===== src/rtl/spr_dma_pkg.sv =====
package spr_dma_pkg;

   typedef enum logic {
      MODEL_MONO  = 1'b0,
      MODEL_COLOR = 1'b1
   } hw_model_e;

   // half-open address span [lo, hi)
   typedef struct packed {
      logic [15:0] lo;
      logic [15:0] hi;
   } span_t;

   // CPU lock-out window chosen by model and source region bits [15:13]
   function automatic span_t lock_span(input hw_model_e model, input logic [2:0] rgn);
      span_t s;
      if (rgn == 3'd4)
         s = '{lo: 16'h8000, hi: 16'hA000};
      else if (model == MODEL_COLOR && rgn == 3'd6)
         s = '{lo: 16'hC000, hi: 16'hFE00};
      else if (model == MODEL_COLOR)
         s = '{lo: 16'hA000, hi: 16'hC000};
      else
         s = '{lo: 16'hA000, hi: 16'hFE00};
      return s;
   endfunction

endpackage


===== src/rtl/spr_dma_seq.sv =====
module spr_dma_seq #(
   parameter int ADDR_W   = 16,
   parameter int PAGE_W   = 8,
   parameter int IDX_W    = 8,
   parameter int XFER_LEN = 160,
   parameter int LEAD     = 8,
   parameter int GAP      = 4
) (
   input  logic              clk,
   input  logic              rst_n,
   input  logic              tick,
   input  logic              start,
   input  logic [PAGE_W-1:0] start_page,
   output logic              busy,
   output logic [ADDR_W-1:0] rd_addr,
   output logic [IDX_W-1:0]  wr_idx,
   output logic              wr_now
);
   localparam int CNT_MAX = (LEAD > GAP) ? LEAD : GAP;
   localparam int CNT_W   = $clog2(CNT_MAX + 1);
   localparam int LOW_W   = ADDR_W - PAGE_W;

   logic              busy_q;
   logic [CNT_W-1:0]  wait_q;
   logic [ADDR_W-1:0] addr_q;
   logic [IDX_W-1:0]  idx_q;
   logic              due;

   assign due    = busy_q && tick && (wait_q == CNT_W'(1));
   assign wr_now = due && !start;

   always_ff @(posedge clk) begin
      if (!rst_n) begin
         busy_q <= 1'b0;
         wait_q <= '0;
         addr_q <= '0;
         idx_q  <= '0;
      end else if (start) begin
         busy_q <= 1'b1;
         wait_q <= CNT_W'(LEAD);
         addr_q <= {start_page, {LOW_W{1'b0}}};
         idx_q  <= '0;
      end else if (busy_q && tick) begin
         if (due) begin
            wait_q <= CNT_W'(GAP);
            addr_q <= addr_q + ADDR_W'(1);
            idx_q  <= idx_q + IDX_W'(1);
            if (idx_q == IDX_W'(XFER_LEN - 1))
               busy_q <= 1'b0;
         end else begin
            wait_q <= wait_q - CNT_W'(1);
         end
      end
   end

   assign busy    = busy_q;
   assign rd_addr = addr_q;
   assign wr_idx  = idx_q;

endmodule


===== src/rtl/spr_dma_guard.sv =====
module spr_dma_guard
   import spr_dma_pkg::*;
#(
   parameter int ADDR_W        = 16,
   parameter bit COLOR_CAPABLE = 1'b1,
   parameter int OAM_LO        = 'hFE00,
   parameter int OAM_HI        = 'hFEA0
) (
   input  logic              busy,
   input  logic [2:0]        src_rgn,
   input  logic              color_sel,
   input  logic [ADDR_W-1:0] addr,
   input  logic              rd,
   input  logic              wr,
   output logic              block
);
   hw_model_e model;
   span_t     win;
   logic      in_win, in_oam;

   generate
      if (COLOR_CAPABLE) begin : g_two_model
         assign model = color_sel ? MODEL_COLOR : MODEL_MONO;
      end else begin : g_mono_only
         logic unused_sel;
         assign unused_sel = color_sel;
         assign model = MODEL_MONO;
      end
   endgenerate

   assign win    = lock_span(model, src_rgn);
   assign in_win = (addr >= win.lo) && (addr < win.hi);
   assign in_oam = (addr >= ADDR_W'(OAM_LO)) && (addr < ADDR_W'(OAM_HI));
   assign block  = busy && (rd || wr) && (in_win || in_oam);

endmodule


===== src/rtl/spr_dma.sv =====
module spr_dma #(
   parameter int ADDR_W        = 16,
   parameter int DATA_W        = 8,
   parameter int PAGE_W        = 8,
   parameter int XFER_LEN      = 160,
   parameter int IDX_W         = $clog2(XFER_LEN),
   parameter int LEAD          = 8,
   parameter int GAP           = 4,
   parameter int MAX_BASE      = 'hF1,
   parameter bit COLOR_CAPABLE = 1'b1,
   parameter int OAM_LO        = 'hFE00,
   parameter int OAM_HI        = 'hFEA0
) (
   input  logic              clk,
   input  logic              rst_n,
   input  logic              tick,
   input  logic              trig,
   input  logic [PAGE_W-1:0] trig_base,
   input  logic              color_model,
   output logic              active,
   output logic [ADDR_W-1:0] src_addr,
   input  logic [DATA_W-1:0] src_rdata,
   output logic              spr_we,
   output logic [IDX_W-1:0]  spr_idx,
   output logic [DATA_W-1:0] spr_wdata,
   input  logic [ADDR_W-1:0] cpu_addr,
   input  logic              cpu_rd,
   input  logic              cpu_wr,
   input  logic [DATA_W-1:0] mem_rdata,
   output logic [DATA_W-1:0] cpu_rdata,
   output logic              mem_wr,
   output logic              cpu_block
);
   generate
      if (ADDR_W != 16) begin : g_bad_addr
         $error("spr_dma: lock tables assume a 16-bit address");
      end
      if (PAGE_W >= ADDR_W) begin : g_bad_page
         $error("spr_dma: page width must be below address width");
      end
      if (LEAD < 1 || GAP < 1) begin : g_bad_pace
         $error("spr_dma: LEAD and GAP must be at least 1");
      end
      if (XFER_LEN < 1 || XFER_LEN > (1 << IDX_W)) begin : g_bad_len
         $error("spr_dma: XFER_LEN does not fit IDX_W");
      end
   endgenerate

   logic accept;
   assign accept = trig && (trig_base <= PAGE_W'(MAX_BASE));

   spr_dma_seq #(
      .ADDR_W(ADDR_W), .PAGE_W(PAGE_W), .IDX_W(IDX_W),
      .XFER_LEN(XFER_LEN), .LEAD(LEAD), .GAP(GAP)
   ) u_seq (
      .clk(clk), .rst_n(rst_n), .tick(tick),
      .start(accept), .start_page(trig_base),
      .busy(active), .rd_addr(src_addr), .wr_idx(spr_idx), .wr_now(spr_we)
   );

   spr_dma_guard #(
      .ADDR_W(ADDR_W), .COLOR_CAPABLE(COLOR_CAPABLE),
      .OAM_LO(OAM_LO), .OAM_HI(OAM_HI)
   ) u_guard (
      .busy(active), .src_rgn(src_addr[ADDR_W-1 -: 3]), .color_sel(color_model),
      .addr(cpu_addr), .rd(cpu_rd), .wr(cpu_wr), .block(cpu_block)
   );

   assign spr_wdata = src_rdata;
   assign cpu_rdata = (cpu_block && cpu_rd) ? {DATA_W{1'b1}} : mem_rdata;
   assign mem_wr    = cpu_wr && !cpu_block;

endmodule


===== config.mk =====
export PLATFORM = sky130hd
export DESIGN_NAME = spr_dma
export DESIGN_NICKNAME = d
export VERILOG_FILES = /design/src/rtl/spr_dma_pkg.sv /design/src/rtl/spr_dma_seq.sv /design/src/rtl/spr_dma_guard.sv /design/src/rtl/spr_dma.sv
export SDC_FILE = /design/constraint.sdc
export NUM_CORES = 1
export LEC_CHECK = 0
export BUFFER_PORTS_ARGS = -buffer_cell sky130_fd_sc_hd__buf_2
export CORE_MARGIN = 4
export CORE_UTILIZATION = 50
export CTS_CLUSTER_DIAMETER = 80
export DETAILED_ROUTE_END_ITERATION = 10
export PLACE_DENSITY = 0.9
export SLEW_MARGIN = 15
export SYNTH_ARGS = -nofsm -noshare
export SYNTH_HDL_FRONTEND = slang
export SYNTH_SLANG_ARGS = --single-unit

===== constraint.sdc =====
create_clock -name clk -period 3.64 [get_ports clk]
set_input_delay 0.182 -clock clk [delete_from_list [all_inputs] [get_ports clk]]
set_output_delay 0.182 -clock clk [all_outputs]
set_load 0.03 [all_outputs]

==> results.cfg <==
[status]
status = finished clean

[setup_path]
critPathBufInv = 1
endpoint_kind = primary output
slowest_delay_ns = 0.41
r2r-start = u_seq.wait_q[0]
startpoint = u_seq.rd_addr[13]
crit_top_cell = nand2b_1
cpLargestDelayFamily = simple AND/OR/NAND/NOR gates
crit_arrival_ns = 2.68
worstSetupStartpointType = register
worstPathCellList = nand2b_1, mux2_2, ha_1, a21oi_1, nand2b_1, o21ai_1, nand4_1, nand2_1, buf_2
cp_max_fo = 8
required_ns = 3.46
critPathKind = reg2out
crit_slowest_cell = dfxtp_1

[logic_synthesis]
synth_fp_nets = 297
synth_xor_area_frac = 0.07912
synth-async-reset-ratio = 0
synth-simple-area-share = 0.3165
synth_edf_count = 0
synth_top_family_by_area = simple AND/OR/NAND/NOR gates
avgSynthCellArea_um2 = 7.874
yosysTopAreaCellShare = 0.3085
synth_fa_ha_area_frac = 0.07314
synth_seq_cells = 29
ys_seq_area_frac = 0.3085
synthTopCellsByCount = dfxtp_1, nand2_1, nor2_1
yosys_warnings = 0
synthTopCellsByArea = dfxtp_1, ha_1, a21oi_1, xnor2_1, nand2_1
synth_mux_area_frac = 0.005984
synth_cells = 239
syn_area_um2 = 1882
yosys.area.top_type = dfxtp_1
synthMostInstantiatedCell = dfxtp_1
ys_types = 37
synth_ff_type = dfxtp_1
synth_compound_area_frac = 0.1370

[cts]
cts_made_buffers = 5
htree_levels = 2
cts_tree = built
cts.sinks = 29
cts_setup_buffers = 0
clockBufferDepth = 2
cts_root_buffer = clkbuf_8
cts_hold_buffers = 0
clkLatencyLatePin_ns = 0.28
clk_pin_slew_ns = 0.06
cts_resized = 0

[place]
dpl.hpwl_um = 3451
dpl_cell_area_um2 = 2218
place_ws_ns = 1.062
port-buffer-count = 74
gp_congestion = 0.8787

[die]
start_util = 0.5140
die_y_um = 69.35
io_pins = 91
die_w_um = 69.35
rows = 22
core-area_um2 = 3661
die_area_um2 = 4809

[detailed_routing]
route.met2.wl_um = 2216
topRoutingLayerUsed = met4
dr_wl_met3_um = 339
drcViolationCount = 0
met1Wirelength_um = 1800
wl_um = 4428
ant_nets = 0
wl_per_cell_um = 12.47
vias_per_cell = 5.358
drt_first_pass_iters = 4
vias = 1902
drt_iter0_markers = 49

[timing]
clock.fmax_mhz = 349.3
hold_viol = 0
grt_setup_unrepaired = no
slew_violations = 0
slew_headroom = 0.5788
setup_viol = 0
setup_tns_ns = 0
fin_ws_ns = 0.7772
fin_skew_ns = 0.006325
period_share = 0.7865
period_needed_ns = 2.863
tightest_slew_ns = 0.6302

[worst_hold_path]
min_path_type = in2reg
hold_path_startpoint = trig_base[0]

[global_route]
grt_pass1_wl_um = 7610
grt_max_degree = 20
grtUsageTotal = 0.1871
grt_antenna_before_repair = 0
grt_pass1_vias = 1853
globalRouteOverflowTotal = 0

[final_layout]
fin_area_um2 = 2320
diodes = 0
syn_to_final_growth_pct = 23.27
layout-drive-gt1-share = 0.3127
fillers = 323
final_nets = 364

[power_and_ir_drop]
p_per_area_nw_per_um2 = 329.6
ir_drop_uv = 328.4
p_leak_nw = 0.9927

[job]
drv_cap = 0
==> path summary, 6_finish.rpt <==
| path | endpoint | slack [ns] | depth (start not counted) |
|---|---|---|---|
| hold reg to reg | u_seq.rd_addr[1] | 0.51 | 2 |
| setup reg to reg | u_seq.rd_addr[15] | 1.58 | 6 |
| hold / removal | u_seq.rd_addr[8] | 0.19 | 3 |
| setup / recovery | cpu_rdata[0] | 0.78 | 9 |
==> registers in the layout, summed over array words and instances, names as in the netlist <==
register	cells
u_seq.wr_idx	8
u_seq.wait_q	4
u_seq.busy	1
u_seq.rd_addr	16
==> kinds of logic after synthesis <==
| group | Yosys count |
|---|---|
| AND/OR/NAND/NOR | 105 |
| AO/OA/AOI/OAI | 48 |
| flip-flops | 29 |
| buffers and inverters | 28 |
| XOR/XNOR | 17 |
| adder cells (fa/ha/maj) | 11 |
| multiplexers | 1 |
==> metal layers <==
layer | track usage | vias to the layer above
met5 | 0 | -
met4 | 0.08677 | 0
met3 | 0.05942 | 6
met2 | 0.3464 | 58
met1 | 0.1878 | 875
li1 | - | 963
==> area by class of cell <==
cell class	count	area, um2	share of cell area
clock buffers	7	96.34	0.04153
clock inverters	1	5.005	0.002158
inverters	13	48.80	0.02104
multi-input cells	182	1151	0.4962
flip-flops and latches	29	580.6	0.2503
well taps	48	60.06	0.02589
repair buffers	75	377.9	0.1629
==> report_power, final <==
| group | internal (W) | total [W] | switching, W |
|---|---|---|---|
| clock network | 0.000170 | 0.000290 | 0.000120 |
| registers | 0.000327 | 0.000339 | 0.0000118 |
| logic | 0.0000535 | 0.000136 | 0.0000822 |
| total | 0.000551 | 0.000765 | 0.000214 |
==> cell usage in the layout, fill, tap and decap left out, types with 3 or more instances in the layout <==
cell	n
xor2_1	5
dfxtp_1	29
buf_2	74
nor3_1	5
inv_1	13
ha_1	11
or3_1	5
xnor2_1	12
nand2b_1	3
nor3_2	6
nand4_1	7
nor2_1	24
nor4_2	3
clkbuf_8	7
nand3_1	9
nor4_1	3
o21ai_0	17
a211oi_1	3
nand2_1	24
and2_1	5
a21oi_1	23
==> worst min-delay path, cell delays in order <==
cell	delay, ns
buf_2	0.07
o21ai_0	0.07
a21oi_1	0.11
==> through the flow <==
step | util | hold WS, ns | total power [W] | instances
2_1_floorplan | - | 0.3639 | 0.0004476 | 239
3_3_place_gp | 0.6059 | 0.3642 | 0.0004779 | 347
3_5_place_dp | 0.6059 | 0.3642 | 0.0004823 | 347
4_1_cts | 0.6336 | 0.1943 | 0.0007718 | 355
5_1_grt | 0.6336 | 0.2312 | 0.0008060 | 355
6_report | 0.6336 | 0.1908 | 0.0007646 | 355
(Power assumes the default switching activity.)
